### src/rtl/pgwr_pkg.sv
package pgwr_pkg;

    typedef enum logic [1:0] {
        ST_IDLE = 2'd0,
        ST_PROG = 2'd1,
        ST_FIN  = 2'd2
    } pgwr_state_e;

endpackage

### src/rtl/pgwr_buf.sv
module pgwr_buf #(
    parameter int DEPTH  = 2,
    parameter int DATA_W = 8,
    localparam int CNT_W = $clog2(DEPTH + 1),
    localparam int IDX_W = (DEPTH > 1) ? $clog2(DEPTH) : 1
) (
    input  logic              clk,
    input  logic              rst_n,
    input  logic              clr_i,
    input  logic              wr_i,
    input  logic [DATA_W-1:0] wdata_i,
    input  logic [IDX_W-1:0]  rd_idx_i,
    output logic [CNT_W-1:0]  count_o,
    output logic              ovf_o,
    output logic [DATA_W-1:0] rdata_o
);

    typedef struct packed {
        logic [CNT_W-1:0] cnt;
        logic             ovf;
    } ctl_t;

    ctl_t ctl_d, ctl_q;
    logic [DEPTH-1:0]             slot_we;
    logic [DEPTH-1:0][DATA_W-1:0] slot_q;

    always_comb begin
        ctl_d   = ctl_q;
        slot_we = '0;
        if (clr_i) begin
            ctl_d.cnt = '0;
            ctl_d.ovf = 1'b0;
        end else if (wr_i && !ctl_q.ovf) begin
            if (ctl_q.cnt == CNT_W'(DEPTH)) begin
                ctl_d.ovf = 1'b1;
            end else begin
                slot_we[ctl_q.cnt[IDX_W-1:0]] = 1'b1;
                ctl_d.cnt = ctl_q.cnt + CNT_W'(1);
            end
        end
    end

    always_ff @(posedge clk or negedge rst_n) begin
        if (!rst_n) ctl_q <= '0;
        else        ctl_q <= ctl_d;
    end

    for (genvar g = 0; g < DEPTH; g++) begin : g_slot
        always_ff @(posedge clk or negedge rst_n) begin
            if (!rst_n)          slot_q[g] <= '0;
            else if (slot_we[g]) slot_q[g] <= wdata_i;
        end
    end

    assign count_o = ctl_q.cnt;
    assign ovf_o   = ctl_q.ovf;
    assign rdata_o = slot_q[rd_idx_i];

endmodule

### src/rtl/pgwr_tick.sv
module pgwr_tick #(
    parameter int TICK_CYCLES = 1000,
    localparam int TW = $clog2(TICK_CYCLES + 1)
) (
    input  logic clk,
    input  logic rst_n,
    input  logic en_i,
    output logic done_o
);

    logic [TW-1:0] cnt_d, cnt_q;

    assign done_o = en_i && (cnt_q == TW'(TICK_CYCLES - 1));

    always_comb begin
        cnt_d = cnt_q;
        if (!en_i || done_o) cnt_d = '0;
        else                 cnt_d = cnt_q + TW'(1);
    end

    always_ff @(posedge clk or negedge rst_n) begin
        if (!rst_n) cnt_q <= '0;
        else        cnt_q <= cnt_d;
    end

endmodule

### src/rtl/pgwr_seq.sv
module pgwr_seq
    import pgwr_pkg::*;
#(
    parameter int PAGE_BYTES  = 2,
    parameter int TICK_CYCLES = 1000,
    parameter int ADDR_W      = 9,
    parameter int BLK_W       = 8,
    parameter int DATA_W      = 8
) (
    input  logic              clk,
    input  logic              rst_n,
    input  logic              addr_load_i,
    input  logic [ADDR_W-1:0] addr_i,
    input  logic              byte_vld_i,
    input  logic [DATA_W-1:0] byte_i,
    input  logic              stop_i,
    output logic              arr_we_o,
    output logic [ADDR_W-1:0] arr_addr_o,
    output logic [DATA_W-1:0] arr_data_o,
    output logic              busy_o
);

    localparam int CNT_W = $clog2(PAGE_BYTES + 1);
    localparam int IDX_W = (PAGE_BYTES > 1) ? $clog2(PAGE_BYTES) : 1;

    typedef struct packed {
        pgwr_state_e       st;
        logic [ADDR_W-1:0] base;
        logic [IDX_W-1:0]  idx;
        logic              we;
        logic [ADDR_W-1:0] waddr;
        logic [DATA_W-1:0] wdata;
    } seq_t;

    seq_t s_d, s_q;

    logic              buf_clr, buf_wr, buf_ovf;
    logic [CNT_W-1:0]  buf_cnt;
    logic [DATA_W-1:0] buf_rdata;
    logic              tick_en, tick_done;
    logic [BLK_W-1:0]  lo_addr;

    pgwr_buf #(
        .DEPTH  (PAGE_BYTES),
        .DATA_W (DATA_W)
    ) u_buf (
        .clk      (clk),
        .rst_n    (rst_n),
        .clr_i    (buf_clr),
        .wr_i     (buf_wr),
        .wdata_i  (byte_i),
        .rd_idx_i (s_q.idx),
        .count_o  (buf_cnt),
        .ovf_o    (buf_ovf),
        .rdata_o  (buf_rdata)
    );

    pgwr_tick #(
        .TICK_CYCLES (TICK_CYCLES)
    ) u_tick (
        .clk    (clk),
        .rst_n  (rst_n),
        .en_i   (tick_en),
        .done_o (tick_done)
    );

    assign lo_addr = s_q.base[BLK_W-1:0] + BLK_W'(s_q.idx);

    always_comb begin
        s_d     = s_q;
        s_d.we  = 1'b0;
        buf_clr = 1'b0;
        buf_wr  = 1'b0;
        tick_en = 1'b0;
        unique case (s_q.st)
            ST_IDLE: begin
                if (addr_load_i) begin
                    s_d.base = addr_i;
                    buf_clr  = 1'b1;
                end else begin
                    buf_wr = byte_vld_i;
                    if (stop_i) begin
                        if (buf_cnt != '0 && !buf_ovf) begin
                            s_d.st  = ST_PROG;
                            s_d.idx = '0;
                        end else begin
                            buf_clr = 1'b1;
                        end
                    end
                end
            end
            ST_PROG: begin
                tick_en = 1'b1;
                if (tick_done) begin
                    s_d.we    = 1'b1;
                    s_d.waddr = {s_q.base[ADDR_W-1:BLK_W], lo_addr};
                    s_d.wdata = buf_rdata;
                    s_d.idx   = s_q.idx + IDX_W'(1);
                    if (CNT_W'(s_q.idx) == buf_cnt - CNT_W'(1)) s_d.st = ST_FIN;
                end
            end
            ST_FIN: begin
                buf_clr = 1'b1;
                s_d.st  = ST_IDLE;
            end
            default: s_d.st = ST_IDLE;
        endcase
    end

    always_ff @(posedge clk or negedge rst_n) begin
        if (!rst_n) begin
            s_q    <= '0;
            s_q.st <= ST_IDLE;
        end else begin
            s_q <= s_d;
        end
    end

    assign arr_we_o   = s_q.we;
    assign arr_addr_o = s_q.waddr;
    assign arr_data_o = s_q.wdata;
    assign busy_o     = (s_q.st != ST_IDLE);

endmodule

### config.mk
export PLATFORM = sky130hd
export DESIGN_NAME = pgwr_seq
export DESIGN_NICKNAME = d
export VERILOG_FILES = /design/src/rtl/pgwr_pkg.sv /design/src/rtl/pgwr_buf.sv /design/src/rtl/pgwr_tick.sv /design/src/rtl/pgwr_seq.sv
export SDC_FILE = /design/constraint.sdc
export NUM_CORES = 1
export LEC_CHECK = 0
export BUFFER_PORTS_ARGS = -buffer_cell sky130_fd_sc_hd__buf_2
export CAP_MARGIN = 20
export CORE_ASPECT_RATIO = 0.8
export CORE_MARGIN = 2
export CORE_UTILIZATION = 53
export CTS_BUF_LIST = sky130_fd_sc_hd__clkbuf_4 sky130_fd_sc_hd__clkbuf_8
export DETAILED_ROUTE_END_ITERATION = 16
export GPL_TIMING_DRIVEN = 0
export HOLD_SLACK_MARGIN = 0.06
export PLACE_DENSITY = 0.86
export SYNTH_ARGS = -nofsm -noshare
export SYNTH_HDL_FRONTEND = slang
export SYNTH_HIERARCHICAL = 1
export SYNTH_SLANG_ARGS = --single-unit
### constraint.sdc
create_clock -name clk -period 1.87 [get_ports clk]
set_input_delay 0 -clock clk [delete_from_list [all_inputs] [get_ports clk]]
set_output_delay 0 -clock clk [all_outputs]
set_load 0.01 [all_outputs]
# Word-level counts from Yosys, hierarchy flattened
# Index checks and enable logic that the tools add are counted.
# totals
reg_bits	59
in_bits	22
output_inout_bits	19
elab_cells	80
# classes
n_reduce_logical	19
n_addsub	5
mux	31
order_cmp	3
eq_ne	11
# op_table
cell	count
19-bit two-way mux	1
18-bit two-way mux	1
2-bit two-way mux	9
8-bit two-way mux	2
1-bit two-way mux	11
10-bit by 1-bit adder with 10-bit output, second input constant	1
10-bit == test, second input constant	1
10-bit two-way mux	1
2-bit != test, second input constant	5
5-bit AND reduction	2
2-bit nonzero test	5
8-bit by 1-bit adder with 8-bit output	1
2-bit AND reduction	4
3-bit two-way mux	2
2-bit == test, second input constant	2
1-bit logical AND	4
1-bit by 2-bit less-than comparator with 1-bit output, second input constant	2
1-bit case mux with 2 select lines	2
2-bit case mux with 2 select lines	1
2-bit by 1-bit adder with 2-bit output, second input constant	1
1-bit by 2-bit == test with 1-bit output	1
2-bit by 1-bit == test with 1-bit output, second input constant	1
1-bit zero test	2
2-bit zero test	1
other kinds (6)	6

# Logic depth before layout (Yosys ltp)
# logic_depth
word_depth	8
mapped_depth	10
depth_no_buf	9

# Modules after synthesis
# Netlist, hierarchy kept.
# modules_own_cells
mod	seq_area_each_um2	cells_each	area_each_um2	n_inst
pgwr_seq	750.7	142	1436.4	1
pgwr_buf	475.5	58	873.3	1
pgwr_tick	250.2	50	523.0	1

# Worst setup path after synthesis
# OpenSTA, ideal clock, no wires.
# synth_path
path_type	flip-flop to flip-flop
start	register u_buf.ctl_q, in the netlist u_buf/count_o[0]
end	register u_buf/slot_q[0] (netlist bit)
n_path_buf	1
setup_ns	0.125
t_required_ns	1.745
period_less_slack_ns	1.892
slack_ns	-0.022
path_stages_with_launch	8
arrival_ns	1.767
cell_sequence	dfrtp_1 -> inv_1 -> ha_1 -> o21ai_0 -> a21oi_1 -> and4bb_2 -> buf_2 -> mux2_2
# synth_between
elab_chain_cells	7
elab_cells_between_ends	15
classes_between	2 x order compare; 1 x eq/ne; 9 x mux; 3 x reduce/logical
# synth_rtl
element	line	rtl
from (decl)	pgwr_buf.sv:23	ctl_t ctl_d, ctl_q;
from (signal assigned)	pgwr_buf.sv:45	else ctl_q <= ctl_d;
2-bit nonzero test	pgwr_seq.sv:83	if (buf_cnt != '0 && !buf_ovf) begin
1-bit logical AND	pgwr_seq.sv:83	
1-bit two-way mux	pgwr_seq.sv:83	
1-bit two-way mux	pgwr_seq.sv:82	if (stop_i) begin
1-bit two-way mux	pgwr_seq.sv:77	if (addr_load_i) begin
1-bit case mux with 2 select lines	pgwr_seq.sv:75	unique case (s_q.st)
via buf_clr	pgwr_seq.sv:37	logic buf_clr, buf_wr, buf_ovf;
2-bit two-way mux	pgwr_buf.sv:30	if (clr_i) begin
to (signal, indexed assignment)	pgwr_buf.sv:51	else if (slot_we[g]) slot_q[g] <= wdata_i;
to (decl)	pgwr_buf.sv:25	logic [DEPTH-1:0][DATA_W-1:0] slot_q;
# The timed path passes the listed nets, and every way through them passes these cells.
# A chain may end at the register's enable or synchronous reset.

# Final worst setup path
# layout_path
start	register u_buf.ctl_q, in the netlist u_buf/count_o[1]
end	register u_buf/slot_q[6] (netlist bit)
# Same word-level chain as after synthesis.

==> results.md <==
Timing:
- Headroom to the max-slew limit came out at 68.2%.
- The post-route minimum period is 1960 ps.
- The period utilization is 105%.
- The hold violation count in the final report is 0.
- Setup repair after global routing could not meet its margin everywhere.
- Clock skew on the completed layout was measured at 8.39 ps.
- Setup violations remaining at the end of the flow were counted as 8.
- The post-route setup TNS is -555 ps.
- The setup slack of the critical path after layout is -88.9 ps.
- Based on the critical path, the design can be clocked at up to 510 MHz.
- The number of pins with negative max-slew slack in the final report came to 0.
- At the pin with the least slew margin, the transition time is 476 ps.

Placed design:
- The number of placed cells counting well taps is 353.
- Buffers placed on the I/O ports in this run total 40.
- Detailed placement finished with a half-perimeter wire length of 3760 µm.
- In this run the cell area measured after placement is 3170 µm².
- At the end of routability-driven placement, the weighted congestion stood at 0.722.

Floorplan:
- The count of standard-cell rows is 23.
- The die area is 5950 µm².
- The initial core utilization is 55.6%.
- The count of boundary I/O pins is 41.
- The die extent in y is 69.4 µm.
- In this run the standard cell core region covers 5090 µm².
- From left edge to right edge, the die measures 85.7 µm.

Worst hold path:
- The class of the worst hold path is in2reg.
- The worst hold path depth is 4.

Layout:
- The count of fill cells added during filler insertion is 326.
- The share of layout cells above drive strength 1 is 44.0%.
- With fillers left out, the area of the finished cells amounts to 3680 µm².
- The footprint of the multi-input gates is 1260 µm².
- Cells fill 72.3% of the core in the end.
- The count of antenna diodes in the layout is 0.
- From synthesis to final layout, the design area changed by 30.0%.
- Summing all flip-flop and latch instances after layout gives 1480 µm².
- For this run, the post-layout net count is 359.
- For this run, the number of standard cells in the final layout without fillers is 398.

Critical path:
- The worst reg2reg path endpoint is u_buf/slot_q[6].
- For this design, the slowest cell found on the critical path is and4bb_4.
- The critical path is of the reg2reg type.
- Following the worst setup path forward leads to its endpoint at u_buf/slot_q[6].
- The startpoint of the worst setup timing path is u_buf/count_o[1].
- The biggest fanout along the worst timing path is 8.
- The launching element type of the critical path is a flip-flop.
- The worst register-to-register path begins at u_buf/count_o[1].
- Data on the critical path arrives at its endpoint at 2190 ps.
- The data required time of the worst path is 2100 ps.
- For this run, the slowest stage of the critical path takes 490 ps.
- Walking the worst path, the cells encountered are inv_1 -> ha_1 -> o21ai_2 -> a21oi_2 -> and4bb_4 -> mux2_2.
- STA classifies the critical path endpoint as a flip-flop.
- The reg2reg setup slack is -90 ps.
- The number of cells on the worst reg-to-reg path is 6.

Power and ir drop:
- For this design the total switching power over the nets is 1370 µW.
- The part of the power in registers is 45.8%.
- The worst IR drop on VDD is 0.508 mV.
- The fraction of power spent switching nets is 32.3%.
- The power per standard cell area is 1150 nW/µm².
- Combinational logic is responsible for 29.0% of the overall power.
- Cell internal power was estimated by the tool at 2880 µW.
- The relative contribution of the clock network to total power is 25.2%.
- The leakage dissipation is 0.00185 µW.

Detailed routing:
- The final wirelength is 6680 µm.
- The routed layout has 2141 vias.
- The average wire per cell in the routed design is 16.8 µm.
- The count of nets left with antenna violations once routing finished came out at 0.
- After detailed routing, the number of remaining DRC violations is 5.
- The number of detailed-routing iterations run before antenna repair is 10.
- The first routing iteration left 173 violations.
- The detail-routed via count per cell is 5.38.

Clocking:
- For the worst-skew pair, the clock arrives at the later sink with an insertion delay of 350 ps.
- The clock passes through at most 2 buffers.
- The number of clock buffers inserted by TritonCTS is 9.
- The CTS tree is done.
- The clock net sink count is 59.
- After clock tree synthesis, the clock-pin slew on the worst setup and hold paths is 70 ps.
- The number of levels in the clock H-tree is 3.
- The root buffer cell chosen for the clock tree is clkbuf_8.

Global routing:
- The number of global-route vias before repair came to 2208.
- The total global routing track utilization is 23.0%.
- The wire length of the first global-routing pass is 10500 µm.
- Entering global routing, the biggest net connects 41 pins.
- The total congestion overflow after global routing is 0.
- The number of antenna violations at the first check in global routing is 0.

Status:
- The final reports fail on design-rule violations, negative setup slack.
- The flow ran to the end, but the final reports show violations.

Synthesis:
- The proportion of synthesized chip area in sequential cells is 52.1%.
- The count of flip-flops with a built-in enable after synthesis is 0.
- The number of synthesis warnings is 6.
- The post-synthesis net count is 278.
- The mean post-synth cell area is 11.3 µm².
- The leading register cell type out of synthesis is dfrtp_1.
- After technology mapping, the gate count stands at 250.
- The synthesized netlist contains 42 unique library cells.
- The mapped netlist covers 2830 µm².
- The register bit count reported by yosys is 59.
- In the synthesized netlist the async set-or-reset flop fraction comes to 100%.

Flow run:
- Max-cap violations in this run came to 0.
==> routing by layer <==
metal / vias to the layer above / wire (µm) / track usage (%)
met2: 53 / 3460 / 38.3
met3: 9 / 279 / 7.86
met5: - / 0 / 0
li1: 1007 / - / -
met4: 0 / 104 / 7.41
met1: 1072 / 2840 / 28.2
==> Yosys cell counts (2+ instances only) <==
cell	count	area, µm²
clkbuf_1	2	7.51
xor2_1	6	52.6
xnor2_1	4	35.0
ha_1	6	75.1
buf_2	2	10.0
nor3b_1	2	15.0
inv_1	7	26.3
or3_1	4	25.0
a21oi_1	3	15.0
and3_1	3	18.8
a31oi_1	5	31.3
mux2_2	34	383
nand2_1	40	150
dfrtp_1	59	1480
buf_4	18	135
nor2_1	14	52.6
nand3_1	9	45.0
o21ai_0	7	35.0
and2_1	2	12.5
==> cells by family after synthesis <==
| group | share of synthesized area (%) |
|---|---|
| xor gates and xnor gates | 3.09 |
| muxes | 13.9 |
| AOI/OAI and AO/OA | 4.90 |
| adders and majority gates | 2.65 |
| and+or+nand+nor | 16.7 |
| buffers and inverters | 6.71 |
| DFF | 52.1 |
==> area by class of cell <==
| cell class | count | share of cell area [%] |
|---|---|---|
| flip-flops and latches | 59 | 40.3 |
| repair buffers | 71 | 13.3 |
| clock inverters | 4 | 0.679 |
| inverters | 7 | 0.713 |
| multi-input cells | 161 | 34.2 |
| clock buffers | 12 | 4.31 |
| well taps | 62 | 2.11 |
| plain buffers | 22 | 4.42 |
==> worst min path at each step <==
stage	endpoint	slack, ps	from
after floorplan	arr_addr_o[0]	-300	rst_n
after global placement	s_q[22]	230	addr_i[3]
after detailed placement	u_tick/cnt_q[6]	-20	rst_n
after CTS	u_buf/slot_q[13]	-80	byte_i[5]
after global routing	u_buf/ovf_o	90	stop_i
final	u_buf/ovf_o	110	stop_i
==> metrics by stage <==
step / setup WS, ps / hold WS (ps) / total power [µW]
floorplan: 26.0 / -296 / 2620
global placement: -185 / 232 / 2830
detailed placement: -224 / -22.5 / 2900
CTS: -1.09 / -77.7 / 4070
global route: -110 / 92.9 / 4460
finish: -88.9 / 108 / 4250
==> power groups by stage <==
| stage | logic, µW | clock network, µW | registers [µW] |
|---|---|---|---|
| after floorplan | 723 | 0 | 1900 |
| after global placement | 879 | 0 | 1950 |
| after detailed placement | 917 | 0 | 1980 |
| after CTS | 1070 | 1070 | 1930 |
| after global routing | 1330 | 1130 | 2000 |
| final | 1230 | 1070 | 1950 |
==> repair_timing <==
item,in CTS,in global routing
hold buffers,17,1
setup buffers,8,4
pin swaps,6,5
gates resized for setup,7,14
endpoints found under the hold margin,84,2
setup endpoints to repair,35,32
==> cells in the final DEF (no fill, tap or decap), drive strengths merged, types with 2 or more instances in the layout <==
cell         netlist  layout
buf               21      73
dfrtp             59      59
nand2             40      40
mux2              34      34
dlygate4sd3        0      18
nor2              15      15
clkbuf             2      14
nand3              9       9
o21ai              7       7
inv                7       7
xor2               6       6
ha                 6       6
a31oi              5       5
and3               5       5
or3                4       4
xnor2              4       4
nand3b             3       3
nor3b              3       3
a21oi              3       3
and2               2       2
clkinv             0       2
clkinvlp           0       2
nand4              2       2
nor3               2       2
==> state kept, by name (all words and copies together) (netlist names) <==
| name | count |
|---|---|
| u_buf/slot_q | 16 |
| s_q | 12 |
| u_tick/cnt_q | 10 |
| arr_addr_o | 9 |
| arr_data_o | 8 |
| u_buf/count_o | 2 |
| arr_we_o | 1 |
| u_buf/ovf_o | 1 |
==> worst max-delay path, delay by kind of cell, from the launching register on <==
kind                       cells  cell delay [ps]
DFF                            1              400
and+or+nand+nor                1              490
adders and majority gates      1              210
muxes                          1              370
AOI/OAI and AO/OA              2              300
buffers and inverters          1               80
(Power assumes the default switching activity.)
